## src/rtl/brp_pkg.sv

```systemverilog
package brp_pkg;
    localparam logic [1:0] KIND_COND   = 2'b00;
    localparam logic [1:0] KIND_UNCOND = 2'b01;
    localparam logic [1:0] MARK_CALL   = 2'b01;
    localparam logic [1:0] MARK_RET    = 2'b10;

    typedef enum logic [2:0] {
        TST_EQ   = 3'd0,
        TST_NE   = 3'd1,
        TST_LT   = 3'd2,
        TST_LE   = 3'd3,
        TST_GT   = 3'd4,
        TST_GE   = 3'd5,
        TST_EVEN = 3'd6,
        TST_ODD  = 3'd7
    } test_e;
endpackage

```

## src/rtl/brp_cond_eval.sv

```systemverilog
module brp_cond_eval #(
    parameter int DW = 64
) (
    input  logic [2:0]    sel,
    input  logic          fp_mode,
    input  logic [DW-1:0] val,
    output logic          hit
);
    import brp_pkg::*;

    logic is_zero;
    logic is_neg;

    always_comb begin
        if (fp_mode) begin
            is_zero = (val[DW-2:0] == '0);
        end else begin
            is_zero = (val == '0);
        end
        is_neg = val[DW-1] && !is_zero;
        case (test_e'(sel))
            TST_EQ:   hit = is_zero;
            TST_NE:   hit = !is_zero;
            TST_LT:   hit = is_neg;
            TST_LE:   hit = is_neg || is_zero;
            TST_GT:   hit = !is_neg && !is_zero;
            TST_GE:   hit = !is_neg;
            TST_EVEN: hit = !fp_mode && !val[0];
            default:  hit = !fp_mode && val[0];
        endcase
    end
endmodule

```

## src/rtl/brp_target_gen.sv

```systemverilog
module brp_target_gen #(
    parameter int AW     = 64,
    parameter int DISP_W = 21,
    parameter int HINT_W = 14
) (
    input  logic [AW-1:0]     pc,
    input  logic [DISP_W-1:0] disp,
    input  logic [AW-1:0]     jbase,
    input  logic [HINT_W-1:0] hint,
    output logic [AW-1:0]     br_tgt,
    output logic [AW-1:0]     jmp_tgt,
    output logic [AW-1:0]     hint_tgt
);
    localparam int EXT_W = AW - DISP_W - 2;

    logic [AW-1:0] offset;

    always_comb begin
        offset   = {{EXT_W{disp[DISP_W-1]}}, disp, 2'b00};
        br_tgt   = pc + offset;
        jmp_tgt  = {jbase[AW-1:2], 2'b00};
        hint_tgt = {pc[AW-1:HINT_W+2], hint, 2'b00};
    end
endmodule

```

## src/rtl/brp_ret_stack.sv

```systemverilog
module brp_ret_stack #(
    parameter int AW    = 64,
    parameter int DEPTH = 4
) (
    input  logic          clk,
    input  logic          rst_n,
    input  logic          push,
    input  logic          pop,
    input  logic [AW-1:0] push_val,
    output logic [AW-1:0] top,
    output logic          nonempty
);
    localparam int CW = $clog2(DEPTH + 1);
    localparam logic [CW-1:0] FULL = CW'(DEPTH);

    typedef struct packed {
        logic [DEPTH-1:0][AW-1:0] ent;
        logic [CW-1:0]            cnt;
    } stk_t;

    stk_t stk_d, stk_q;

    always_comb begin
        stk_d = stk_q;
        if (push && !pop) begin
            stk_d.ent[0] = push_val;
            for (int i = 1; i < DEPTH; i++) begin
                stk_d.ent[i] = stk_q.ent[i-1];
            end
            if (stk_q.cnt != FULL) begin
                stk_d.cnt = stk_q.cnt + 1'b1;
            end
        end else if (pop && !push && stk_q.cnt != '0) begin
            for (int i = 0; i < DEPTH - 1; i++) begin
                stk_d.ent[i] = stk_q.ent[i+1];
            end
            stk_d.ent[DEPTH-1] = '0;
            stk_d.cnt = stk_q.cnt - 1'b1;
        end
    end

    always_ff @(posedge clk) begin
        if (!rst_n) begin
            stk_q <= '0;
        end else begin
            stk_q <= stk_d;
        end
    end

    assign top      = stk_q.ent[0];
    assign nonempty = (stk_q.cnt != '0);

    // depth is never exceeded
    a_r8_count_bound: assert property (@(posedge clk) disable iff (!rst_n)
        stk_q.cnt <= FULL);
    // a lone push leaves its value on top
    a_r8_push_top: assert property (@(posedge clk) disable iff (!rst_n)
        (push && !pop) |=> (top == $past(push_val) && nonempty));
    // popping an empty stack leaves it empty
    a_r8_empty_pop: assert property (@(posedge clk) disable iff (!rst_n)
        (pop && !push && !nonempty) |=> !nonempty);
endmodule

```

## src/rtl/branch_resolve_unit.sv

```systemverilog
module branch_resolve_unit #(
    parameter int AW        = 64,
    parameter int DW        = 64,
    parameter int DISP_W    = 21,
    parameter int HINT_W    = 14,
    parameter int RAS_DEPTH = 4,
    parameter int RIDX_W    = 5
) (
    input  logic              clk,
    input  logic              rst_n,
    input  logic              in_valid,
    input  logic [AW-1:0]     upd_pc,
    input  logic [DISP_W-1:0] disp,
    input  logic [2:0]        cond_sel,
    input  logic              fp_test,
    input  logic [DW-1:0]     test_val,
    input  logic [1:0]        br_kind,
    input  logic [AW-1:0]     jump_base,
    input  logic [HINT_W-1:0] tgt_hint,
    input  logic [1:0]        flow_mark,
    input  logic [RIDX_W-1:0] link_idx,
    output logic              out_valid,
    output logic [AW-1:0]     pred_next,
    output logic [AW-1:0]     res_next,
    output logic              taken,
    output logic              mispredict,
    output logic              link_we,
    output logic [AW-1:0]     link_data
);
    import brp_pkg::*;

    localparam logic [RIDX_W-1:0] ZERO_REG = '1;

    typedef struct packed {
        logic          valid;
        logic          taken;
        logic          mispredict;
        logic          link_we;
        logic [AW-1:0] pred_next;
        logic [AW-1:0] res_next;
        logic [AW-1:0] link_data;
    } out_t;

    out_t out_d, out_q;

    logic          cond_hit;
    logic [AW-1:0] br_tgt, jmp_tgt, hint_tgt;
    logic [AW-1:0] ras_top;
    logic          ras_nonempty;
    logic          do_push, do_pop;
    logic          pred_taken;

    brp_cond_eval #(.DW(DW)) u_cond (
        .sel     (cond_sel),
        .fp_mode (fp_test),
        .val     (test_val),
        .hit     (cond_hit)
    );

    brp_target_gen #(.AW(AW), .DISP_W(DISP_W), .HINT_W(HINT_W)) u_tgt (
        .pc       (upd_pc),
        .disp     (disp),
        .jbase    (jump_base),
        .hint     (tgt_hint),
        .br_tgt   (br_tgt),
        .jmp_tgt  (jmp_tgt),
        .hint_tgt (hint_tgt)
    );

    assign do_push = in_valid && (flow_mark == MARK_CALL);
    assign do_pop  = in_valid && (flow_mark == MARK_RET);

    brp_ret_stack #(.AW(AW), .DEPTH(RAS_DEPTH)) u_ras (
        .clk      (clk),
        .rst_n    (rst_n),
        .push     (do_push),
        .pop      (do_pop),
        .push_val (upd_pc),
        .top      (ras_top),
        .nonempty (ras_nonempty)
    );

    always_comb begin
        out_d = '0;
        pred_taken = 1'b0;
        if (in_valid) begin
            out_d.valid = 1'b1;
            if (br_kind == KIND_COND) begin
                pred_taken      = disp[DISP_W-1];
                out_d.pred_next = pred_taken ? br_tgt : upd_pc;
                out_d.taken     = cond_hit;
                out_d.res_next  = cond_hit ? br_tgt : upd_pc;
            end else if (br_kind == KIND_UNCOND) begin
                pred_taken      = 1'b1;
                out_d.pred_next = br_tgt;
                out_d.taken     = 1'b1;
                out_d.res_next  = br_tgt;
            end else begin
                pred_taken      = 1'b1;
                out_d.pred_next = (flow_mark == MARK_RET && ras_nonempty) ? ras_top : hint_tgt;
                out_d.taken     = 1'b1;
                out_d.res_next  = jmp_tgt;
            end
            out_d.mispredict = (pred_taken != out_d.taken) ||
                               (out_d.pred_next != out_d.res_next);
            if (br_kind != KIND_COND && link_idx != ZERO_REG) begin
                out_d.link_we   = 1'b1;
                out_d.link_data = upd_pc;
            end
        end
    end

    always_ff @(posedge clk) begin
        if (!rst_n) begin
            out_q <= '0;
        end else begin
            out_q <= out_d;
        end
    end

    assign out_valid  = out_q.valid;
    assign pred_next  = out_q.pred_next;
    assign res_next   = out_q.res_next;
    assign taken      = out_q.taken;
    assign mispredict = out_q.mispredict;
    assign link_we    = out_q.link_we;
    assign link_data  = out_q.link_data;

    // idle cycles raise no flags
    a_r10_idle_quiet: assert property (@(posedge clk) disable iff (!rst_n)
        !out_valid |-> (!taken && !mispredict && !link_we));
    // jumps and unconditional branches always resolve taken
    a_r5_always_taken: assert property (@(posedge clk) disable iff (!rst_n)
        (in_valid && br_kind != KIND_COND) |=> taken);
    // index 31 suppresses the link write
    a_r7_no_link_r31: assert property (@(posedge clk) disable iff (!rst_n)
        (in_valid && link_idx == ZERO_REG) |=> !link_we);
    // aligned PC gives an aligned resolved address
    a_r1_aligned: assert property (@(posedge clk) disable iff (!rst_n)
        (in_valid && upd_pc[1:0] == 2'b00) |=> (res_next[1:0] == 2'b00));
    // no mispredict means the guess matched
    a_r9_match: assert property (@(posedge clk) disable iff (!rst_n)
        (out_valid && !mispredict) |-> (pred_next == res_next));
endmodule

```

## config.mk

```make
export PLATFORM = sky130hd
export DESIGN_NAME = branch_resolve_unit
export DESIGN_NICKNAME = d
export VERILOG_FILES = /design/src/rtl/brp_pkg.sv /design/src/rtl/brp_cond_eval.sv /design/src/rtl/brp_target_gen.sv /design/src/rtl/brp_ret_stack.sv /design/src/rtl/branch_resolve_unit.sv
export SDC_FILE = /design/constraint.sdc
export NUM_CORES = 1
export LEC_CHECK = 0
export ABC_AREA = 1
export BUFFER_PORTS_ARGS = -buffer_cell sky130_fd_sc_hd__buf_2
export CORE_MARGIN = 2
export CORE_UTILIZATION = 45
export CTS_BUF_LIST = sky130_fd_sc_hd__clkbuf_2
export CTS_CLUSTER_SIZE = 8
export DETAILED_ROUTE_END_ITERATION = 16
export PLACE_DENSITY = 0.63
export SYNTH_ARGS = -nofsm -noshare
export SYNTH_HDL_FRONTEND = slang
export SYNTH_HIERARCHICAL = 1
export SYNTH_SLANG_ARGS = --single-unit
```

## constraint.sdc

```tcl
create_clock -name clk -period 4.06 [get_ports clk]
set_input_delay 0.203 -clock clk [delete_from_list [all_inputs] [get_ports clk]]
set_output_delay 0.203 -clock clk [all_outputs]
set_load 0.03 [all_outputs]
```

# After elaboration in Yosys (flattened, before gate mapping)
# Index checks and enable logic that the tools add are counted.
dict set report totals {
  ff_bits 455
  input_bits 243
  out_inout_bits 196
  wordCells 76
}
dict set report op_classes {
  n_addsub 3
  eq_ne 14
  n_mux 18
  reduce_logical 29
}
# cell n
set ops {}
lappend ops {{$mux W259} 2}
lappend ops {{$mux W128} 3}
lappend ops {{$mux W64} 4}
lappend ops {{$mux W196} 1}
lappend ops {{$add A64 B64 Y64} 1}
lappend ops {{$logic_not A64 Y1} 1}
lappend ops {{$ne A64 B64 Y1} 1}
lappend ops {{$logic_not A63 Y1} 1}
lappend ops {{$logic_and A1 B1 Y1} 11}
lappend ops {{$eq A3 B3 Y1 const B} 3}
lappend ops {{$pmux W1 S7} 1}
lappend ops {{$eq A3 B2 Y1 const B} 2}
lappend ops {{$logic_not A1 Y1} 6}
lappend ops {{$mux W1} 6}
lappend ops {{$ne A5 B5 Y1 const B} 1}
lappend ops {{$eq A2 B1 Y1 const B} 2}
lappend ops {{$reduce_and A2 Y1} 2}
lappend ops {{$reduce_bool A2 Y1} 2}
lappend ops {{$add A3 B1 Y3 const B} 1}
lappend ops {{$eq A3 B1 Y1 const B} 1}
lappend ops {{$logic_not A3 Y1} 1}
lappend ops {{$mux W3} 1}
lappend ops {{$ne A3 B3 Y1 const B} 1}
lappend ops {{$reduce_and A3 Y1} 1}
lappend ops {{7 further kinds} 8}

# Logic depth before layout (Yosys ltp)
dict set report logic_depth {
  word_depth 13
  ltp_mapped 30
}

# Cells and area by module
# The synthesis kept the hierarchy.
# mod instances cells_each area_per_inst_um2
set modules_own_cells {}
lappend modules_own_cells {brp_ret_stack 1 1864 12358.1}
lappend modules_own_cells {branch_resolve_unit 1 1889 11190.7}
lappend modules_own_cells {brp_target_gen 1 1357 6681.4}
lappend modules_own_cells {brp_cond_eval 1 86 390.4}

# Worst setup path after synthesis
# No wires, ideal clock.
dict set report synth_path {
  kind {in2reg}
  from {input disp[0]}
  to {register out_q (netlist bit mispredict)}
  arrival_time_ns 2.516
  t_required_ns 3.932
  slack_ns 1.416
  cell_stages 26
  path_cell_list {ha_1 > inv_1 > fa_1 > inv_1 > nand2_1 > nand2_1 > nand3_1 > nand2_2 > nand2_1 > nand2_1 > nand2_1 > nand2_1 > xor2_1 > inv_1 > nand2_1 > o21ai_0 > nor2_1 > nand3_1 > nand2_1 > nand2_1 > nor2_1 > nand2_1 > nor2_1 > nand3_1 > nor2_1 > nor2_1}
}
dict set report synth_via {
  elab_chain_cells 6
  word_cells_on_any_way 8
  classes_between {add/sub (1); eq/ne (1); mux (5); reduce/logical (1)}
}
# element line_no
set synth_lines {}
lappend synth_lines {{start, declared} branch_resolve_unit.sv:13} ;# input logic [DISP_W-1:0] disp,
lappend synth_lines {{$add A64 B64 Y64 (*)} brp_target_gen.sv:20} ;# br_tgt = pc + offset;
lappend synth_lines {{net br_tgt[34]} branch_resolve_unit.sv:47} ;# logic [AW-1:0] br_tgt, jmp_tgt, hint_tgt;
lappend synth_lines {{$mux W128 (tied with other cells)} branch_resolve_unit.sv:93} ;# end else if (br_kind == KIND_UNCOND) begin
lappend synth_lines {{$mux W128 (*)} branch_resolve_unit.sv:88} ;# if (br_kind == KIND_COND) begin
lappend synth_lines {{$mux W128 (*)} branch_resolve_unit.sv:86} ;# if (in_valid) begin
lappend synth_lines {{$ne A64 B64 Y1 (*)} branch_resolve_unit.sv:105} ;# (out_d.pred_next != out_d.res_next);
lappend synth_lines {{$logic_or A1 B1 Y1 (*)} branch_resolve_unit.sv:104} ;# out_d.mispredict = (pred_taken != out_d.taken) ||
lappend synth_lines {{end signal, assigned} branch_resolve_unit.sv:117} ;# out_q <= out_d;
lappend synth_lines {{end, declared} branch_resolve_unit.sv:44} ;# out_t out_d, out_q;
# The timed path passes the listed nets; every way through them passes the cells marked *. The select of a mux whose other input is x is not followed.
# A chain may end at the register's enable or synchronous reset.

# Final worst setup path
dict set report layout_path {
  from {input upd_pc[17]}
  to {register out_q (netlist bit mispredict)}
}
dict set report layout_via {
  elab_chain_cells 6
  word_cells_on_any_way 9
  classes_between {add/sub (1); eq/ne (1); mux (6); reduce/logical (1)}
}
# element line_no
set layout_lines {}
lappend layout_lines {{start, declared} branch_resolve_unit.sv:12} ;# input logic [AW-1:0] upd_pc,
lappend layout_lines {{$add A64 B64 Y64 (*)} brp_target_gen.sv:20}
lappend layout_lines {{net br_tgt[24]} branch_resolve_unit.sv:47}
lappend layout_lines {{$mux W128 (tied with other cells)} branch_resolve_unit.sv:93}
lappend layout_lines {{$mux W128 (*)} branch_resolve_unit.sv:88}
lappend layout_lines {{$mux W128 (*)} branch_resolve_unit.sv:86}
lappend layout_lines {{$ne A64 B64 Y1 (*)} branch_resolve_unit.sv:105}
lappend layout_lines {{$logic_or A1 B1 Y1 (*)} branch_resolve_unit.sv:104}
# Marks and branches as above.

==> flow_summary.rst <==
.. list-table::
   :header-rows: 1

   * - Metric
     - Value
   * - Outcome
     - completed
   * - Async set-reset flop share out of synthesis
     - 0%
   * - Part of the cycle the worst path needs
     - a little over nine tenths
   * - Count of nets after finishing
     - 6,083
   * - Count of clock tree sinks
     - 455
   * - Slack of the worst reg-to-reg path
     - about 0.64 ns
   * - Share of layout cells above drive strength 1
     - roughly 14%
   * - Max-capacitance violation count
     - 0
   * - Iteration-0 DRC count of the detailed router
     - roughly 4.2k
   * - Vertical die dimension
     - between 200 and 300 um
   * - Vias per inst
     - roughly 5.3
   * - Complex-gate fraction of the synthesized area
     - between 8 and 9%
   * - H-tree depth
     - 3
   * - Combinational family with the most area after synthesis
     - simple AND/OR/NAND/NOR gates
   * - Standard cell with the maximum stage delay on the critical path
     - sky130_fd_sc_hd__dlygate4sd3_1
   * - Antenna Nets Post-Route
     - 0
   * - Final Non-Filler Cells
     - 6,742
   * - Endpoint of the worst setup timing path
     - mispredict
   * - Final critical-path setup slack
     - 0.162 ns
   * - Data arrival time at the worst-slack endpoint
     - 4.99 ns
   * - Final Max Tran Viols
     - 0
   * - Reg clk slew, reported paths
     - roughly 0.11 ns
   * - RSZ-0062 raised after global routing
     - no
   * - Vias after detailed routing
     - about 36k
   * - Post-Synth Adder-Cell Area
     - under 10%
   * - Worst Setup SP
     - upd_pc[17]
   * - Cell family with most CP delay
     - buffers and inverters
   * - Number of remaining DRC errors
     - 0
   * - Avg Synthesized Cell Area
     - between 5 and 6 sq um
   * - Data required time at the worst endpoint
     - 5.15 ns
   * - Worst Max-Slew Pin Slew
     - 1.16 ns
   * - Total of buffers placed on input and output ports
     - about 440
   * - Die X-Extent
     - 265 um
   * - WL per Instance
     - 19.6 um
   * - Cell Rows
     - 95
   * - Number of standard cells after synthesis
     - about 5.2k
   * - Top Ports
     - roughly 440
   * - Area fraction in and, or, nand and nor cells after synthesis
     - between 40% and 50%
   * - Most frequent cell on the critical path
     - sky130_fd_sc_hd__nand2_1
   * - R2r worst-path depth
     - 9
   * - Share of the synthesized area in the top cell type
     - between 20% and 30%
   * - Clock root buffer master
     - sky130_fd_sc_hd__clkbuf_2
   * - Classification of the worst setup path
     - in -> reg
   * - Final Setup Violations
     - 0
   * - Initial core utilization
     - around 46%
   * - Maximum operating frequency
     - roughly 0.26 GHz
   * - HPWL reported at the end of detailed placement
     - 92,100 um
   * - Fraction of synthesized area in multiplexers
     - 0%
   * - Final critical-path required period
     - ~3.9 ns
   * - Area of the die
     - about 70,000 sq um
   * - Clock Skew
     - between 0.1 and 0.15 ns
   * - Number of warning messages in the yosys log
     - 6
   * - DR pass1 iterations
     - 6
   * - Startpoint type of the worst setup path
     - primary input
   * - Biggest area consumer among synthesized cells
     - sky130_fd_sc_hd__dfxtp_1
   * - Max-Slew Margin vs Limit
     - approximately 22%
   * - Post-Route Utilization
     - between 50% and 60%
   * - Critical Path End Type
     - register
   * - R2R Path End
     - pred_next[8]
   * - Count of flip-flops with a built-in enable after synthesis
     - 0
   * - Top area cells in the synthesized netlist
     - sky130_fd_sc_hd__dfxtp_1 (30%), sky130_fd_sc_hd__nand2_1 (25%), sky130_fd_sc_hd__nand3_1 (8.6%)
   * - Initial antenna violation count
     - 6
   * - Remaining Overflow, GRT
     - 0
   * - Xor and xnor fraction of the mapped netlist area
     - between 1 and 1.5%
   * - Final routed wirelength across all metal layers
     - 132,000 um
   * - Clock Tree Buf Depth
     - 3
   * - Dpl ws
     - just under 0.3 ns
   * - Highest ir drop seen on vdd
     - 0.000177 V
   * - Most common flop cell mapped by yosys
     - sky130_fd_sc_hd__dfxtp_1
   * - Number of failing hold endpoints at the final stage
     - 0
   * - GRT Overall Usage
     - between 30% and 40%
   * - Combined area of all synthesized cells
     - about 31,000 sq um
   * - Cell area power density
     - between 300 and 400 nW/um^2
   * - Final hold slack
     - 0.111 ns
   * - Clock network latency to the later pin of the worst-skew pair
     - roughly 1.2 ns
   * - Layout overhead on the synthesized area
     - 21.5%
   * - Biggest cell delay along the critical path
     - between 0.5 and 0.6 ns
   * - Synthesis-stage register bit count
     - approximately 460
   * - Reg2Reg Launch Point
     - u_ras/stk_q[1]
   * - TritonCTS clock tree
     - done
   * - Via count of the first global-routing pass
     - 32.2k
   * - Tightest Hold Check Type
     - in -> reg
   * - Accumulated negative setup slack
     - 0 ns
   * - Clock buffer count from CTS
     - approximately 120
   * - Yosys cell types
     - 42
   * - Maximum number of pins on one net before global-route repair
     - 199
   * - Largest fanout of any net on the critical path
     - 5
   * - Sequential share of the synthesized area
     - a little under 30%
   * - Placeable core region
     - 67,300 sq um
   * - Cell count after placement
     - 6,142
   * - Reported leakage power
     - ~19 nW
   * - Buffers & Inverters on Critical Path
     - 7
   * - Critical path depth in cells
     - 25
   * - Global-route wire length before repair
     - between 150,000 and 200,000 um
   * - Routability congestion estimate from global placement
     - 0.997
-- synthesized netlist by cell type (16+ instances only) --
cell type,count
sky130_fd_sc_hd__buf_2,106
sky130_fd_sc_hd__dfxtp_1,455
sky130_fd_sc_hd__clkbuf_1,103
sky130_fd_sc_hd__nor2_1,383
sky130_fd_sc_hd__nand2_1,2027
sky130_fd_sc_hd__inv_2,16
sky130_fd_sc_hd__or2_2,22
sky130_fd_sc_hd__xor2_1,33
sky130_fd_sc_hd__nor2_2,17
sky130_fd_sc_hd__buf_4,237
sky130_fd_sc_hd__ha_1,62
sky130_fd_sc_hd__a21oi_1,368
sky130_fd_sc_hd__o21ai_0,108
sky130_fd_sc_hd__nor3_1,16
sky130_fd_sc_hd__nand2_2,20
sky130_fd_sc_hd__nand3_1,525
sky130_fd_sc_hd__inv_1,548
sky130_fd_sc_hd__nand4_1,75
-- power by group --
group	leakage, nW	internal (W)	switching, W
Sequential	3.70	0.00457	0.0000428
Combinational	15.0	0.00121	0.00252
Clock	0.797	0.00122	0.00203
-- stage by stage --
| step | total power (W) | instance area (sq um) |
|---|---|---|
| after floorplan | 0.00680 | 30600 |
| after global placement | 0.00789 | 32100 |
| after detailed placement | 0.00790 | 32100 |
| after CTS | 0.0115 | 37100 |
| after global routing | 0.0122 | 37200 |
| final | 0.0116 | 37200 |
-- layout make-up --
class                   instances  area [sq um]
well taps                     873          1090
inverters                     567          2150
repair buffers                918          7010
clock inverters                52           299
flip-flops and latches        455          9110
diodes                          2          5.00
clock buffers                 157           786
multi-input cells            3718         16800
fillers                      6881         30100
-- cells in the final DEF, fill, tap and decap left out, types with 3 or more instances in the layout --
cell	count
sky130_fd_sc_hd__a21oi_2	3
sky130_fd_sc_hd__o21ai_1	7
sky130_fd_sc_hd__or2_2	22
sky130_fd_sc_hd__nand3_2	16
sky130_fd_sc_hd__nor3_2	5
sky130_fd_sc_hd__dlygate4sd3_1	387
sky130_fd_sc_hd__a21oi_1	365
sky130_fd_sc_hd__dfxtp_1	455
sky130_fd_sc_hd__o21ai_0	107
sky130_fd_sc_hd__clkbuf_2	157
sky130_fd_sc_hd__nand2_1	2020
sky130_fd_sc_hd__clkinv_2	10
sky130_fd_sc_hd__nor2_1	377
sky130_fd_sc_hd__nand4_1	75
sky130_fd_sc_hd__inv_1	544
sky130_fd_sc_hd__conb_1	4
sky130_fd_sc_hd__ha_1	56
sky130_fd_sc_hd__buf_2	431
sky130_fd_sc_hd__nor2_2	22
sky130_fd_sc_hd__xor2_1	32
sky130_fd_sc_hd__nand2_2	23
sky130_fd_sc_hd__clkinv_1	37
sky130_fd_sc_hd__nor2_4	5
sky130_fd_sc_hd__o211ai_1	3
sky130_fd_sc_hd__inv_2	18
sky130_fd_sc_hd__o21bai_1	8
sky130_fd_sc_hd__nor3_1	14
sky130_fd_sc_hd__buf_12	16
sky130_fd_sc_hd__nand3_1	522
sky130_fd_sc_hd__nand2_8	3
sky130_fd_sc_hd__buf_4	82
sky130_fd_sc_hd__or2_1	7
sky130_fd_sc_hd__ha_4	5
-- per-layer routing --
metal,vias up,GRT usage (%),part of all wire [%],routed length [um]
li1,17200,-,-,-
met1,16300,49.0,42,55700
met2,1881,54.6,42,55500
met3,357,8.64,11,13900
met4,4,18.1,5.2,6930
met5,-,0,0.020,27
-- registers in the layout, summed over array words and instances, names as in the netlist --
name	flops
u_ras/stk_q	195
link_data	64
pred_next	64
res_next	64
u_ras/top	64
link_we	1
mispredict	1
out_valid	1
taken	1
-- how the worst min path moves through the flow --
stage | slack (ns) | from | cells past startpoint | to
detailed placement | 0.47 | u_ras/stk_q[246] | 2 | u_ras/stk_q[246]
global placement | 0.47 | u_ras/stk_q[197] | 2 | u_ras/stk_q[197]
CTS | 0.0009 | jump_base[23] | 5 | res_next[23]
floorplan | 0.32 | upd_pc[12] | 2 | link_data[12]
global route | 0.07 | upd_pc[50] | 5 | pred_next[50]
finish | 0.11 | upd_pc[36] | 5 | link_data[36]
-- worst min-delay path: cells and delay by family --
kind,cells,cell delay (ns)
and+or+nand+nor,1,0.07
buffers and inverters,4,0.96
-- cells by family (layout without fill, tap and decap cells) --
group           count (synthesis)  count (layout)
flops                         455             455
buf+inv                      1026            1694
fa+ha+maj                      63              63
simple gates                 3121            3121
other cells                     1               6
xor+xnor                       35              35
compound gates                495             495
-- repair_timing --
item	CTS	global route
setup endpoints to repair	0	4
resized for setup	0	38
buffers inserted	0	1
hold endpoints to repair	403	0
hold buffers	392	0
Power figures use the tool's default switching activity.
